### config.mk
export PLATFORM = sky130hd
export DESIGN_NAME = eeprom_cmd_ctrl
export DESIGN_NICKNAME = d
export VERILOG_FILES = /design/src/rtl/eeprom_cmd_ctrl.sv
export SDC_FILE = /design/constraint.sdc
export NUM_CORES = 1
export LEC_CHECK = 0
export CAP_MARGIN = 20
export CORE_UTILIZATION = 47
export CTS_CLUSTER_DIAMETER = 120
export DETAILED_ROUTE_END_ITERATION = 6
export DONT_BUFFER_PORTS = 1
export PLACE_DENSITY = 0.69
export SYNTH_ARGS = -nofsm -noshare
export SYNTH_HDL_FRONTEND = slang
export SYNTH_SLANG_ARGS = --single-unit
### constraint.sdc
create_clock -name clk -period 10.1 [get_ports clk]
set_input_delay 2.02 -clock clk [delete_from_list [all_inputs] [get_ports clk]]
set_output_delay 2.02 -clock clk [all_outputs]
set_load 0.01 [all_outputs]
### src/rtl/eeprom_cmd_ctrl.sv
module eeprom_cmd_ctrl #(
  parameter int ADDR_W = 7,
  parameter int SA_BYTES = 6,
  parameter logic [7:0] SIG = 8'hA5,
  parameter logic [8*SA_BYTES-1:0] INIT_STATION = 48'h0200_0000_0001,
  parameter logic [8*SA_BYTES-1:0] RESET_STATION = '0
) (
  input  logic        clk,
  input  logic        rst_n,
  input  logic        cmd_we,
  input  logic [31:0] cmd_wdata,
  input  logic        data_we,
  input  logic [31:0] data_wdata,
  output logic [31:0] cmd_rdata,
  output logic [31:0] data_rdata,
  output logic        busy,
  output logic        done,
  output logic [8*SA_BYTES-1:0] station_addr
);

  localparam int DEPTH = 1 << ADDR_W;
  localparam int SA_W = 8 * SA_BYTES;

  localparam logic [2:0] OP_READ   = 3'd0;
  localparam logic [2:0] OP_WDIS   = 3'd1;
  localparam logic [2:0] OP_WEN    = 3'd2;
  localparam logic [2:0] OP_WRITE  = 3'd3;
  localparam logic [2:0] OP_WRALL  = 3'd4;
  localparam logic [2:0] OP_ERASE  = 3'd5;
  localparam logic [2:0] OP_ERALL  = 3'd6;
  localparam logic [2:0] OP_RELOAD = 3'd7;

  localparam logic [1:0] W_WRALL  = 2'd0;
  localparam logic [1:0] W_ERALL  = 2'd1;
  localparam logic [1:0] W_RELOAD = 2'd2;

  logic [7:0] mem [DEPTH];

  initial begin
    for (int i = 0; i < DEPTH; i++) mem[i] = 8'hFF;
    mem[0] = SIG;
    for (int k = 1; k <= SA_BYTES; k++) mem[k] = INIT_STATION[8*(k-1) +: 8];
  end

  logic              wen_q, busy_q, done_q, loaded_q;
  logic [2:0]        op_q;
  logic [ADDR_W-1:0] addr_q, idx_q;
  logic [7:0]        data_q;
  logic [SA_W-1:0]   station_q, stage_q;
  logic [1:0]        walk_q;

  logic unused_bits;
  assign unused_bits = ^{cmd_wdata[31], cmd_wdata[27:ADDR_W], data_wdata[31:8]};

  wire              accept    = cmd_we & ~busy_q;
  wire [2:0]        new_op    = cmd_wdata[30:28];
  wire [ADDR_W-1:0] new_addr  = cmd_wdata[ADDR_W-1:0];
  wire [7:0]        walk_byte = mem[idx_q];
  wire [7:0]        hit_byte  = mem[new_addr];

  logic              mem_we;
  logic [ADDR_W-1:0] mem_wa;
  logic [7:0]        mem_wd;

  always_comb begin
    mem_we = 1'b0;
    mem_wa = idx_q;
    mem_wd = 8'hFF;
    if (busy_q) begin
      if (walk_q == W_WRALL) begin
        mem_we = 1'b1;
        mem_wd = walk_byte & data_q;
      end else if (walk_q == W_ERALL) begin
        mem_we = 1'b1;
      end
    end else if (accept && wen_q) begin
      mem_wa = new_addr;
      if (new_op == OP_WRITE) begin
        mem_we = 1'b1;
        mem_wd = hit_byte & data_q;
      end else if (new_op == OP_ERASE) begin
        mem_we = 1'b1;
      end
    end
  end

  always_ff @(posedge clk) begin
    if (mem_we) mem[mem_wa] <= mem_wd;
  end

  always_ff @(posedge clk or negedge rst_n) begin
    if (!rst_n) begin
      wen_q     <= 1'b0;
      busy_q    <= 1'b1;
      walk_q    <= W_RELOAD;
      idx_q     <= '0;
      done_q    <= 1'b0;
      loaded_q  <= 1'b0;
      op_q      <= '0;
      addr_q    <= '0;
      data_q    <= '0;
      station_q <= RESET_STATION;
      stage_q   <= '0;
    end else begin
      done_q <= 1'b0;
      if (busy_q) begin
        idx_q <= idx_q + 1'b1;
        case (walk_q)
          W_RELOAD: begin
            if (idx_q == '0) begin
              if (walk_byte != SIG) begin
                loaded_q <= 1'b0;
                busy_q   <= 1'b0;
                done_q   <= 1'b1;
              end
            end else begin
              stage_q <= {walk_byte, stage_q[SA_W-1:8]};
              if (idx_q == ADDR_W'(SA_BYTES)) begin
                station_q <= {walk_byte, stage_q[SA_W-1:8]};
                loaded_q  <= 1'b1;
                busy_q    <= 1'b0;
                done_q    <= 1'b1;
              end
            end
          end
          default: begin
            if (idx_q == '1) begin
              busy_q <= 1'b0;
              done_q <= 1'b1;
            end
          end
        endcase
      end else begin
        if (accept) begin
          op_q   <= new_op;
          addr_q <= new_addr;
          done_q <= 1'b1;
          case (new_op)
            OP_READ: data_q <= hit_byte;
            OP_WDIS: wen_q  <= 1'b0;
            OP_WEN:  wen_q  <= 1'b1;
            OP_WRALL, OP_ERALL: begin
              if (wen_q) begin
                busy_q <= 1'b1;
                done_q <= 1'b0;
                idx_q  <= '0;
                walk_q <= (new_op == OP_WRALL) ? W_WRALL : W_ERALL;
              end
            end
            OP_RELOAD: begin
              busy_q <= 1'b1;
              done_q <= 1'b0;
              idx_q  <= '0;
              walk_q <= W_RELOAD;
            end
            default: ;
          endcase
        end
        if (data_we && !(accept && new_op == OP_READ)) data_q <= data_wdata[7:0];
      end
    end
  end

  always_comb begin
    cmd_rdata = '0;
    cmd_rdata[30:28] = op_q;
    cmd_rdata[8] = loaded_q;
    cmd_rdata[ADDR_W-1:0] = addr_q;
  end

  assign data_rdata   = {24'b0, data_q};
  assign busy         = busy_q;
  assign done         = done_q;
  assign station_addr = station_q;

endmodule

==> results of run 1 <==
-- flip-flops by register name, summed over array words and instances (netlist names) --
register	cells
idx_q	7
stage_q	40
mem	1024
done	1
walk_q	2
loaded_q	1
addr_q	7
wen_q	1
busy	1
op_q	3
station_addr	48
data_q	8
-- metal layers --
| metal | GRT usage, % | up-vias | wire length (um) |
|---|---|---|---|
| met5 | 0 | - | 35 |
| met4 | 10.9 | 6 | 7060 |
| li1 | - | 11920 | - |
| met2 | 40.6 | 2006 | 70300 |
| met3 | 6.47 | 351 | 17700 |
| met1 | 35.3 | 15867 | 54500 |
-- worst max-delay path, delay by kind of cell --
family	cells	cell delay [ps]
simple gates	5	3790
compound gates	1	860
-- cells in the final DEF, fill, tap and decap left out, types with 18 or more instances in the layout --
cell                        synthesis  final
sky130_fd_sc_hd__o21ai_0           39     39
sky130_fd_sc_hd__clkinv_1           1     19
sky130_fd_sc_hd__a221oi_1          29     26
sky130_fd_sc_hd__a22oi_1           35     35
sky130_fd_sc_hd__edfxtp_1        1024   1024
sky130_fd_sc_hd__dfrtp_1          117    114
sky130_fd_sc_hd__o22ai_1           18     18
sky130_fd_sc_hd__clkbuf_16          0    116
sky130_fd_sc_hd__mux2i_1           46     46
sky130_fd_sc_hd__clkinv_2           0     30
sky130_fd_sc_hd__conb_1             1     45
sky130_fd_sc_hd__mux4_2           534    534
sky130_fd_sc_hd__nand3_1           38     34
sky130_fd_sc_hd__buf_4             57     37
sky130_fd_sc_hd__nor2_1           156    155
sky130_fd_sc_hd__nand2_1          368    368
sky130_fd_sc_hd__mux2_2            49     49
sky130_fd_sc_hd__a21oi_1           24     19
sky130_fd_sc_hd__mux4_1            35     35
-- area by class of cell --
type	count	area, um^2
Antenna cell	1	2.50
Clock buffer	134	3040
Clock inverter	74	697
Fill cell	8729	54400
Inverter	7	26.3
Multi-Input combinational cell	1564	18500
Sequential cell	1143	33700
Tap cell	1500	1880
Timing Repair Buffer	42	385
-- where the power goes --
part	leakage (nW)	switching (W)	total [W]	internal, W
clock	1.84	0.00182	0.00426	0.00245
combinational	6.28	0.00419	0.00589	0.00170
sequential	10.8	0.000267	0.00736	0.00709
total	18.9	0.00627	0.0175	0.0112
-- how the worst min path moves through the flow --
stage | from | to | slack, ps | cells past startpoint
global route | stage_q[11] | stage_q[11] | 500 | 2
finish | stage_q[11] | station_addr[3] | 470 | 2
floorplan | stage_q[8] | station_addr[0] | 440 | 2
CTS | stage_q[11] | station_addr[3] | 470 | 2
detailed placement | stage_q[11] | station_addr[3] | 460 | 2
global placement | stage_q[12] | station_addr[4] | 450 | 2
-- metrics by stage --
step                      setup WS [ps]  instance area [um^2]  utilization (%)  total power [W]
final                              3720                 58300             51.7           0.0175
after global routing               3560                 58300             51.7           0.0179
after global placement             3350                 54500             48.4           0.0130
after detailed placement           3190                 54500             48.4           0.0132
after floorplan                    2050                 53600                -           0.0111
after CTS                          3820                 58300             51.7           0.0174
-- cell families (layout without fill, tap and decap cells) --
logic type / Yosys count / count (layout) / synth area share [%]
other: 1 / 46 / 0.00702
AOI/OAI and AO/OA: 223 / 223 / 2.91
buffers and inverters: 262 / 257 / 2.84
and+or+nand+nor: 625 / 625 / 4.87
adders and majority gates: 3 / 3 / 0.0702
DFF: 1143 / 1143 / 63.1
muxes: 666 / 666 / 26.2
xor gates and xnor gates: 2 / 2 / 0.0328
==> out/results.tsv, run 1 <==
metric	value	unit
detailed-route wire length	150000	um
worst clock skew	27.3	ps
slew at the pin closest to its max-slew limit	1140	ps
element type at the critical path end	flop	
maximum fanout count along the critical path	20	
antenna violations before repair	7	
wire length of the first global-routing pass	217000	um
CTS Root Buffer Type	sky130_fd_sc_hd__clkbuf_16	
Setup TNS Final	0	ps
Worst-path clk slew	60	ps
critical path, cell by cell	nor2b_1 > and2_1 > nand2_1 > o21ai_1 > nand3_2 > nor2_1	
worst setup slack for register-to-register paths	3730	ps
top cell types by occurrence after synthesis	sky130_fd_sc_hd__edfxtp_1, sky130_fd_sc_hd__mux4_2, sky130_fd_sc_hd__nand2_1	
cell at the slowest stage of the critical path	sky130_fd_sc_hd__nor2_1	
die area	115000	um^2
overall die height	339	um
max-slew violation total from the final report	0	
level count of the clock H-tree	3	
growth of design area from synthesis to finish	9.05	%
RR Startpoint	idx_q[0]	
average instance area after synthesis	18.3	um^2
post-detailed-route via-to-cell ratio	6.75	
EDFF count, synth	1024	
post-route fraction of the period consumed by the critical path	63.1	%
Leakage Power	18.9	nW
Post-layout nets	2940	
share of synthesized registers carrying an async set or reset	10.4	%
IO Port Bufs	0	
count of unresolved DRC violations after routing	0	
largest net degree at the start of global routing	262	
Hold Violations, Final	0	
Worst setup startpoint	cmd_we	
Max Clock Freq	0.157	GHz
layout cell share with drive strength beyond 1	28.5	%
area of the core	113000	um^2
library cell with the highest instance count after synthesis	sky130_fd_sc_hd__edfxtp_1	
capture point of the critical path	mem[117][6]	
netlist area before placement	53500	um^2
type of the worst setup path	in -> reg	
WP data required	10440	ps
worst slew slack as a fraction of its limit	24.1	%
max capacitance violation total	0	
average detailed-routed wire length per instance	33.5	um
post-synth top area cell	sky130_fd_sc_hd__edfxtp_1	
Antenna Violating Nets Remaining	0	
routability cong.	0.937	
capture point of the worst reg-to-reg path	mem[5][1]	
flops & latches, synth	1143	
cell types with the largest area share after synthesis	sky130_fd_sc_hd__edfxtp_1, sky130_fd_sc_hd__mux4_2, sky130_fd_sc_hd__dfrtp_1	
worst ir drop on vdd	516	uV
RSZ-0062 raised after global routing	false	
All-Layer GR Usage	26.1	%
total via count after detailed routing	30150	
Post-CTS Hold Buffers	0	
cell count after placement	4255	
dominant register cell in the synthesized netlist	sky130_fd_sc_hd__edfxtp_1	
arrival time of data at the critical path endpoint	6710	ps
Detail Placement HPWL	95400	um
deepest clock path buffer count	3	
number of warning messages in the yosys log	0	
gr ovfl total	0	
share of the synthesized area in the top cell type	57.5	%
IO Count	182	
stage delay of the slowest cell on the critical path	1020	ps
time the worst path needs with I/O delays and setup	6380	ps
post-cts sizing count	0	
row count	123	
Iteration-0 DRC Markers	4426	
count of final setup violators	0	
horizontal die dimension	339	um
smallest hold slack	475	ps
later-pin clock latency in the skew report	720	ps
non-filler cells, final	4465	
number of global-route vias before repair	30114	
length of the first detailed-routing pass in iterations	6	
Power Dens Cells	300	nW/um^2
cell count of the worst reg-to-reg path	10	
# clock sinks	1143	
worst hold-check path type	reg -> reg	
clock tree from TritonCTS	built	
sequential cell area fraction in the yosys report	63.1	%
Initial Util	47.4	%
status	finished clean	
buffers inserted during post-CTS setup optimization	0	
number of unique standard cell types used by synthesis	68	
post-synthesis cell count	2925	
number of buffers added by the clock tree synthesis step	111	
Startpoint Class	input pin	
Note: power is estimated with default switching activity, not from simulation.
==> run 2, diff against run 1 <==
--- a/config.mk
+++ b/config.mk
@@ -10,7 +10,7 @@
 export CTS_CLUSTER_DIAMETER = 120
 export DETAILED_ROUTE_END_ITERATION = 6
 export DONT_BUFFER_PORTS = 1
-export PLACE_DENSITY = 0.69
+export PLACE_DENSITY = 0.71
 export SYNTH_ARGS = -nofsm -noshare
 export SYNTH_HDL_FRONTEND = slang
 export SYNTH_SLANG_ARGS = --single-unit
==> constraint.sdc (replaced) <==
create_clock -name clk -period 5.1 [get_ports clk]
set_input_delay 1.02 -clock clk [delete_from_list [all_inputs] [get_ports clk]]
set_output_delay 1.02 -clock clk [all_outputs]
set_load 0.01 [all_outputs]
==> run 2 against run 1 <==
Compared with the run above: largest cell class unchanged; critical path depth grew 3; combinational power increased by 110%; register-to-register slack worse by 3400 ps; final cell count rose by 3.1%; sequential share of layout area down 1.1 points; clock-buffer cell count up 5; die area stayed put; via count up 3.7%; sequential power rose by 97%.
==> out/results.tsv, run 2 (same netlist as run 1, synthesis figures left out) <==
metric	value	unit	change
status	finished clean		unchanged
detailed-route wire length	154000	um	was 150000 um
Top Family by Delay on Critical Path	compound AO/OA/AOI/OAI gates		was simple AND/OR/NAND/NOR gates
Post-layout nets	3077		was 2940
Power Dens Cells	595	nW/um^2	was 300 nW/um^2
All-Layer GR Usage	26.6	%	was 26.1%
overall die height	339	um	unchanged
Antenna Violating Nets Remaining	0		unchanged
register containing the most flip-flops in the final layout	mem		unchanged
CTS Root Buffer Type	sky130_fd_sc_hd__clkbuf_16		unchanged
worst clock skew	41.2	ps	was 27.3 ps
cell at the slowest stage of the critical path	sky130_fd_sc_hd__dfrtp_4		was sky130_fd_sc_hd__nor2_1
worst path buffer plus inverter count	3		was 0
area of the core	113000	um^2	unchanged
layout cell share with drive strength beyond 1	31.1	%	was 28.5%
largest net degree at the start of global routing	262		unchanged
# clock sinks	1143		unchanged
maximum fanout count along the critical path	31		was 20
post-route fraction of the period consumed by the critical path	93.2	%	
Hold Violations, Final	0		unchanged
most frequent standard cell in the layout excluding fill and tap cells	sky130_fd_sc_hd__edfxtp_1		unchanged
slew at the pin closest to its max-slew limit	1200	ps	was 1140 ps
WP data required	5520	ps	was 10440 ps
level count of the clock H-tree	3		unchanged
gr ovfl total	0		unchanged
element type at the critical path end	flop		unchanged
later-pin clock latency in the skew report	710	ps	was 720 ps
critical path, cell by cell	buf_12 > buf_4 > mux4_2 > a22oi_1 > nand2_1 > a211oi_1 > a22o_1 > a221oi_4 > buf_4		was nor2b_1 > and2_1 > nand2_1 > o21ai_1 > nand3_2 > nor2_1
average detailed-routed wire length per instance	33.4	um	was 33.5 um
stage delay of the slowest cell on the critical path	960	ps	was 1020 ps
worst hold-check path type	in -> async		was reg -> reg
met1 track demand over resource	35.2	%	was 35.3%
length of the first detailed-routing pass in iterations	7		was 6
worst ir drop on vdd	925	uV	was 516 uV
number of buffers added by the clock tree synthesis step	114		was 111
Startpoint Class	flop		was input pin
Iteration-0 DRC Markers	4051		was 4426
RSZ-0062 raised after global routing	false		unchanged
setup slack after placement	539	ps	was 3190 ps
CP most frequent cell	sky130_fd_sc_hd__buf_4		
buffers inserted during post-CTS setup optimization	0		unchanged
leading cell types in the layout, fill and taps excluded	sky130_fd_sc_hd__edfxtp_1, sky130_fd_sc_hd__mux4_2, sky130_fd_sc_hd__nand2_1		unchanged
growth of design area from synthesis to finish	11.2	%	was 9.05%
routability cong.	1.02		was 0.937
deepest clock path buffer count	3		unchanged
Max Clock Freq	0.210	GHz	
post-cts sizing count	0		unchanged
Leakage Power	19.6	nW	was 18.9 nW
clock tree from TritonCTS	built		unchanged
Post-CTS Hold Buffers	1		was 0
max capacitance violation total	0		unchanged
global routing usage on met3	8.74	%	was 6.47%
row count	123		unchanged
antenna violations before repair	6		was 7
Worst-path clk slew	70	ps	was 60 ps
busiest metal layer after global routing	met2		unchanged
worst slew slack as a fraction of its limit	20.3	%	was 24.1%
met2 track demand over resource	40.7	%	was 40.6%
horizontal die dimension	339	um	unchanged
post-detailed-route via-to-cell ratio	6.79		was 6.75
number of global-route vias before repair	31387		was 30114
time the worst path needs with I/O delays and setup	4750	ps	
count of final setup violators	0		unchanged
arrival time of data at the critical path endpoint	5170	ps	was 6710 ps
max-slew violation total from the final report	0		unchanged
die area	115000	um^2	unchanged
IO Count	182		unchanged
worst-case setup margin in the final layout	346	ps	was 3720 ps
IO Port Bufs	0		unchanged
Initial Util	47.4	%	unchanged
total via count after detailed routing	31268		was 30150
flip-flop count of the largest register after layout	1024		unchanged
Detail Placement HPWL	98700	um	was 95400 um
type of the worst setup path	reg -> reg		was in -> reg
utilization after layout	52.8	%	was 51.7%
count of unresolved DRC violations after routing	0		unchanged
wire length of the first global-routing pass	222000	um	was 217000 um
## run 2: cell types whose count changed in the layout (fill, tap and decap cells not counted), moves of 3 or more
cell / delta
sky130_fd_sc_hd__buf_4: +117
sky130_fd_sc_hd__buf_12: +15
sky130_fd_sc_hd__clkbuf_1: +13
sky130_fd_sc_hd__clkbuf_8: -7
sky130_fd_sc_hd__clkinv_2: -6
sky130_fd_sc_hd__clkinvlp_4: -6
sky130_fd_sc_hd__nand3_1: +4
sky130_fd_sc_hd__nand3_2: -4
sky130_fd_sc_hd__inv_4: +3
sky130_fd_sc_hd__inv_6: +3
## run 2: path summary, 6_finish.rpt
path,start,cells after the start,slack (ps),to
min reg2reg,stage_q[12],2,470,station_addr[4]
min,rst_n,0,150,walk_q[1]
max in group asynchronous,rst_n,1,4320,idx_q[0]
max reg2reg,idx_q[0],9,350,mem[21][7]
max,idx_q[0],9,350,mem[21][7]
min in group clk,cmd_wdata[28],1,420,wen_q
## run 2: cell type report
| cell class | count | area, um^2 |
|---|---|---|
| well taps | 1500 | 1880 |
| multi-input cells | 1564 | 18500 |
| clock buffers | 139 | 2950 |
| diodes | 2 | 5.00 |
| clock inverters | 74 | 749 |
| fillers | 8642 | 53200 |
| flip-flops and latches | 1143 | 33700 |
| inverters | 7 | 26.3 |
| repair buffers | 176 | 1600 |
## run 2: report_power, final
group          leakage (nW)  switching, W  internal, W
Combinational          7.04       0.00834      0.00406
Sequential             10.8      0.000531       0.0140
Clock                  1.82       0.00362      0.00483
Total                  19.6        0.0125       0.0229
## run 2: per-layer routing
metal,wire [um],share of wire (%),vias to the layer above
met5,26,0.017,-
met4,7420,4.8,4
met3,21400,14,418
met2,70500,46,2378
met1,54400,35,16260
li1,-,-,12208
## run 2: per-stage QoR
step,setup TNS (ps),hold WS [ps],power (W),cell area (um^2),cells
floorplan,-116900,439,0.0218,53800,2969
global placement,0,468,0.0260,55700,4386
detailed placement,0,454,0.0266,55700,4387
CTS,0,130,0.0349,59400,4601
global route,0,149,0.0361,59400,4603
finish,0,152,0.0354,59500,4605
## run 2: worst reg2reg max path: stages (launching register included)
cell and delay, ps:
sky130_fd_sc_hd__dfrtp_4 960, sky130_fd_sc_hd__buf_12 290, sky130_fd_sc_hd__buf_4 320, sky130_fd_sc_hd__mux4_2 560
sky130_fd_sc_hd__a22oi_1 210, sky130_fd_sc_hd__nand2_1 160, sky130_fd_sc_hd__a211oi_1 850, sky130_fd_sc_hd__a22o_1 490
sky130_fd_sc_hd__a221oi_4 290, sky130_fd_sc_hd__buf_4 340
